[src/rtl/flash_status_pkg.sv]
package flash_status_pkg;

  localparam int DQ_W = 8;

  typedef enum logic [2:0] {
    SEQ_IDLE      = 3'd0,
    SEQ_PROG      = 3'd1,
    SEQ_ERASE     = 3'd2,
    SEQ_SUSP      = 3'd3,
    SEQ_SUSP_PROG = 3'd4
  } seq_mode_e;

  // modes in which the embedded algorithm is actually running
  function automatic logic mode_running(input logic [2:0] m);
    return (m == SEQ_PROG) || (m == SEQ_ERASE) || (m == SEQ_SUSP_PROG);
  endfunction

  // modes in which an erase is in progress or parked
  function automatic logic mode_erasing(input logic [2:0] m);
    return (m == SEQ_ERASE) || (m == SEQ_SUSP) || (m == SEQ_SUSP_PROG);
  endfunction

endpackage

[src/rtl/fsb_sector_match.sv]
module fsb_sector_match #(
  parameter int ADDR_W    = 16,
  parameter int SECT_BITS = 3
) (
  input  logic [ADDR_W-1:0]          addr_i,
  input  logic [(1<<SECT_BITS)-1:0]  sel_i,
  output logic                       hit_o
);
  localparam int NSECT = 1 << SECT_BITS;

  logic [SECT_BITS-1:0] sect;
  logic [NSECT-1:0]     hit_vec;

  assign sect = addr_i[ADDR_W-1 -: SECT_BITS];

  for (genvar s = 0; s < NSECT; s++) begin : g_sect
    assign hit_vec[s] = sel_i[s] && (sect == SECT_BITS'(s));
  end

  assign hit_o = |hit_vec;
endmodule

[src/rtl/fsb_timers.sv]
module fsb_timers #(
  parameter int ABORT_CYC = 500,
  parameter int TLIMIT    = 2000
) (
  input  logic clk,
  input  logic rst,
  input  logic abort_start_i,
  input  logic op_start_i,
  input  logic running_i,
  input  logic idle_i,
  output logic abort_active_o,
  output logic limit_hit_o
);
  localparam int AW = $clog2(ABORT_CYC + 1);
  localparam int TW = $clog2(TLIMIT + 1);

  logic [AW-1:0] abort_cnt;
  logic [TW-1:0] op_cnt;

  always_ff @(posedge clk) begin
    if (rst)                 abort_cnt <= '0;
    else if (abort_start_i)  abort_cnt <= AW'(ABORT_CYC);
    else if (abort_cnt != 0) abort_cnt <= abort_cnt - 1'b1;
  end

  always_ff @(posedge clk) begin
    if (rst || op_start_i || idle_i)               op_cnt <= '0;
    else if (running_i && op_cnt != TW'(TLIMIT))   op_cnt <= op_cnt + 1'b1;
  end

  assign abort_active_o = (abort_cnt != 0);
  assign limit_hit_o    = (op_cnt == TW'(TLIMIT));
endmodule

[src/rtl/fsb_toggle.sv]
module fsb_toggle (
  input  logic clk,
  input  logic rst,
  input  logic adv6_i,
  input  logic adv2_i,
  output logic t6_o,
  output logic t2_o
);
  always_ff @(posedge clk) begin
    if (rst) begin
      t6_o <= 1'b0;
      t2_o <= 1'b0;
    end else begin
      if (adv6_i) t6_o <= ~t6_o;
      if (adv2_i) t2_o <= ~t2_o;
    end
  end
endmodule

[src/rtl/flash_status_gen.sv]
module flash_status_gen
  import flash_status_pkg::*;
#(
  parameter int ADDR_W    = 16,
  parameter int SECT_BITS = 3,
  parameter int ABORT_CYC = 500,
  parameter int TLIMIT    = 2000
) (
  input  logic                       clk,
  input  logic                       rst,
  input  logic [2:0]                 mode_i,
  input  logic                       op_start_i,
  input  logic                       prot_abort_i,
  input  logic [(1<<SECT_BITS)-1:0]  erase_sel_i,
  input  logic                       prog_d7_i,
  input  logic                       rd_done_i,
  input  logic [ADDR_W-1:0]          rd_addr_i,
  input  logic [DQ_W-1:0]            array_i,
  output logic [DQ_W-1:0]            dout_o
);
  logic running, erasing, susp, idle_m;
  logic sect_hit, abort_active, limit_hit;
  logic t6, t2, adv6, adv2, status_sel, dq7;
  logic [DQ_W-1:0] status_word;

  assign running = mode_running(mode_i);
  assign erasing = mode_erasing(mode_i);
  assign susp    = (mode_i == SEQ_SUSP);
  assign idle_m  = !(running || susp);

  fsb_sector_match #(.ADDR_W(ADDR_W), .SECT_BITS(SECT_BITS)) u_match (
    .addr_i (rd_addr_i),
    .sel_i  (erase_sel_i),
    .hit_o  (sect_hit)
  );

  fsb_timers #(.ABORT_CYC(ABORT_CYC), .TLIMIT(TLIMIT)) u_timers (
    .clk            (clk),
    .rst            (rst),
    .abort_start_i  (prot_abort_i),
    .op_start_i     (op_start_i),
    .running_i      (running),
    .idle_i         (idle_m),
    .abort_active_o (abort_active),
    .limit_hit_o    (limit_hit)
  );

  assign adv6 = rd_done_i && (running || (idle_m && abort_active));
  assign adv2 = rd_done_i && sect_hit && erasing;

  fsb_toggle u_toggle (
    .clk    (clk),
    .rst    (rst),
    .adv6_i (adv6),
    .adv2_i (adv2),
    .t6_o   (t6),
    .t2_o   (t2)
  );

  assign status_sel = running || (susp && sect_hit) || (idle_m && abort_active);

  always_comb begin
    unique case (mode_i)
      SEQ_PROG, SEQ_SUSP_PROG: dq7 = ~prog_d7_i;
      SEQ_SUSP:                dq7 = 1'b1;
      default:                 dq7 = 1'b0;
    endcase
  end

  assign status_word = {dq7, t6, limit_hit, 2'b00, t2, 2'b00};

  always_ff @(posedge clk) begin
    if (rst)            dout_o <= '0;
    else if (rd_done_i) dout_o <= status_sel ? status_word : array_i;
  end
endmodule

[config.mk]
export PLATFORM = sky130hd
export DESIGN_NAME = flash_status_gen
export DESIGN_NICKNAME = d
export VERILOG_FILES = /design/src/rtl/flash_status_pkg.sv /design/src/rtl/fsb_sector_match.sv /design/src/rtl/fsb_timers.sv /design/src/rtl/fsb_toggle.sv /design/src/rtl/flash_status_gen.sv
export SDC_FILE = /design/constraint.sdc
export NUM_CORES = 1
export LEC_CHECK = 0
export BUFFER_PORTS_ARGS = -buffer_cell sky130_fd_sc_hd__buf_4
export CORE_ASPECT_RATIO = 0.8
export CORE_MARGIN = 2
export CORE_UTILIZATION = 45
export CTS_BUF_LIST = sky130_fd_sc_hd__clkbuf_4
export CTS_CLUSTER_DIAMETER = 60
export DETAILED_ROUTE_END_ITERATION = 16
export GPL_TIMING_DRIVEN = 0
export PLACE_DENSITY_LB_ADDON = 0.08
export SYNTH_ARGS = -nofsm -noshare
export SYNTH_HDL_FRONTEND = slang
export SYNTH_HIERARCHICAL = 1
export SYNTH_SLANG_ARGS = --single-unit
export TNS_END_PERCENT = 10
[constraint.sdc]
create_clock -name clk -period 6.15 [get_ports clk]
set_clock_uncertainty 0.2 [all_clocks]
set_input_delay 0.615 -clock clk [delete_from_list [all_inputs] [get_ports clk]]
set_output_delay 0.615 -clock clk [all_outputs]
set_load 0.01 [all_outputs]
==> summary.txt <==
Outcome
  – Status: completed

Timing
  – Final period util: between 30% and 40%
  – Post-route setup TNS: 0 ps
  – Worst Tran Pin Value: around 500 ps
  – RSZ-0062 raised after global routing: no
  – Hold WS: 266 ps
  – Slew Limit Fails: 0
  – Fin crit period: between 2000 and 2500 ps
  – Slew HR: around 66%
  – Fin. Hold Viols: 0
  – Setup violators final: 0
  – FMAX: 0.420 GHz

Layout
  – # diodes: 0
  – Area grow syn2layout: 22.1%
  – Final core utilization: just under 60%
  – Filler instances: roughly 330
  – Nets: ~270
  – Area of the multi-input gates: between 900 and 1000 sq um
  – Reg area: 601 sq um
  – Layout cells sized above 1: roughly a quarter

Pwr
  – P_leak: ~0.00077 uW
  – Peak VDD IR: around 120 uV
  – Cell Pwr Density: roughly 200 nW/um^2
  – Pwr Total: approximately 410 uW

Worst setup path
  – Buf/Inv on CP: 1
  – Worst Path Max Fanout: 9
  – CP arrival: between 2000 and 2500 ps
  – Crit path kind: primary input to register
  – Total stage count of the critical path: 6
  – CP startpoint: rd_addr_i[14]
  – CP Launch Type: primary input
  – Worst r2r path cells: 5
  – R2r startpoint: u_timers/abort_cnt[5]
  – Critical path endpoint: dout_o[5]
  – R2r setup slk: 3980 ps
  – Crit-path max cell delay: ~540 ps
  – Reg2reg end: dout_o[5]
  – Crit end category: register
  – Slowest-stage cell, CP: mux4_1
  – CP required: 6140 ps
  – Critical Path, Cell by Cell: buf_4 -> mux4_1 -> mux2_2 -> o32ai_4 -> or2_1 -> a311oi_1
  – Crit-path leading delay family: multiplexers

Synth
  – Syn avg cell area: between 9 and 10 sq um
  – Top post-synthesis cells by count: dfxtp_1 (30), a21oi_1 (17), nor2_1 (16)
  – Synth warn: 6
  – Seq/Total Area, Yosys: between 30 and 40%
  – Net count after synthesis: between 200 and 250
  – Area leader, netlist: dfxtp_1
  – Library cells used by synthesis: 45
  – Synth top area cells: dfxtp_1 (37%), a21oi_1 (5.2%), xnor2_1 (3.7%)
  – EDFF count, synth: 0
  – Synth Flop Type: dfxtp_1
  – Async SR Flop Fraction: 0%
  – Post-Syn Instances: 180
  – FF+latch count, synth: 30
  – Top cell type's share of synthesized area: 36.6%
  – Post-Syn Area: between 1500 and 2000 sq um
  – Top-count cell post-synth: dfxtp_1

Clocking
  – CTS clk-pin slew, worst paths: 110 ps
  – Total clock sinks: 30
  – Total CTS buffers: 5
  – CTS Buffer Depth: 2
  – Root buffer cell: clkbuf_4
  – H-tree levels: 2
  – CTS tree: built
  – Postcts setup bufs: 0
  – Post-CTS Resized: 0
  – Clock latency on the worst-skew pair: 330 ps
  – Post-CTS Hold Buffers: 0

Drt
  – Drt via density: 5.59
  – DR DRC count: 0
  – Vias: roughly 1.5k
  – Post-Route WL: 3.52 mm
  – Iter 0 DRT Violations: 68
  – First drt pass iteration count: 4
  – DR WL/cell: 13.3 microns
  – ANT nets after route: 0

GRT
  – Largest net degree at the start of global routing: 11
  – Initial antenna violation count: 0
  – First-pass GRT wire length: around 6.3 mm
  – GRT Util Overall: 19.3%
  – Vias in the first global route: ~1.5k
  – Total congestion overflow: 0

Floorplan
  – Core ar.: 3470 sq um
  – Die height: between 50 and 60 microns
  – I/O pin total: between 40 and 50
  – Initial Utilization: between 40% and 50%
  – Die Area: 4140 sq um
  – Site Rows: 19
  – Die X: roughly 71 microns

Placement
  – HPWL after DPL: between 2 and 3 mm
  – Gpl congestion: around 0.8
  – Port-buffer cells: 34

Job
  – # Max-Cap Violations: 0

Worst hold path
  – Worst hold path class: primary input to register
[kinds of logic after synthesis]
family          after synthesis  share of synthesized area, %
compound gates               44                          19.5
xor+xnor                     12                          6.41
flops                        30                          36.6
simple gates                 68                          25.3
buf+inv                      17                          4.12
fa+ha+maj                     3                          2.29
mux                           6                          5.73
[worst register-to-register path: stages, from the launching register on]
cell and delay, ps:
dfxtp_1 380, nor4_4 440, nand4b_2 330, a21oi_4 350, or2_1 230, a311oi_1 110
[layout by cell type, fill, tap and decap left out, types with 5 or more instances in the layout]
master	netlist	routed
buf_4	1	35
inv_1	11	11
xnor2_1	7	7
dfxtp_1	30	30
clkbuf_4	0	5
nand2b_1	7	7
xor2_1	5	5
nor3_1	5	5
nand2_1	12	12
a21oi_1	17	17
nor4b_1	5	5
nor2_1	16	16
[routing by layer]
| layer | GRT usage, % | share of wire, % |
|---|---|---|
| met1 | 22.7 | 46 |
| met2 | 33.7 | 49 |
| met3 | 5.04 | 3.8 |
| met4 | 7.82 | 0.80 |
| met5 | 0 | 0 |
[worst min-delay path by stage]
stage	from	to	slack [ps]	cells after the start
after detailed placement	dout_o[1]	dout_o[1]	270	2
after global placement	dout_o[1]	dout_o[1]	250	2
final	rst	u_toggle/t6_o	270	2
after CTS	rst	u_toggle/t6_o	260	2
after floorplan	u_timers/op_cnt[9]	u_timers/op_cnt[9]	280	2
after global routing	rst	u_toggle/t6_o	250	2
[state kept, by name (all words and copies together) (netlist names)]
| signal | count |
|---|---|
| dout_o | 8 |
| u_timers/abort_cnt | 9 |
| u_toggle/t2_o | 1 |
| u_timers/op_cnt | 11 |
| u_toggle/t6_o | 1 |
[stage by stage]
step	cells	area, sq um	setup slack (ps)
final	264	2000	3770
after global routing	264	2000	3680
after CTS	264	2000	3770
after detailed placement	256	1950	3410
after global placement	256	1950	3460
after floorplan	180	1640	3740
[area by class of cell]
cell class                      count  share of cell area (%)
Buffer                              6                    1.31
Clock inverter                      3                   0.813
Clock buffer                        5                    1.88
Inverter                           11                    2.06
Sequential cell                    30                    30.0
Multi-Input combinational cell    133                    48.5
Tap cell                           42                    2.63
Timing Repair Buffer               34                    12.8
[report_power, final]
group	switching, uW	total (uW)	internal (uW)
combinational	38.5	81.2	42.7
clock	72.9	115	42.5
sequential	9.69	213	204
total	121	410	289
Note: power is estimated with default switching activity, not from simulation.
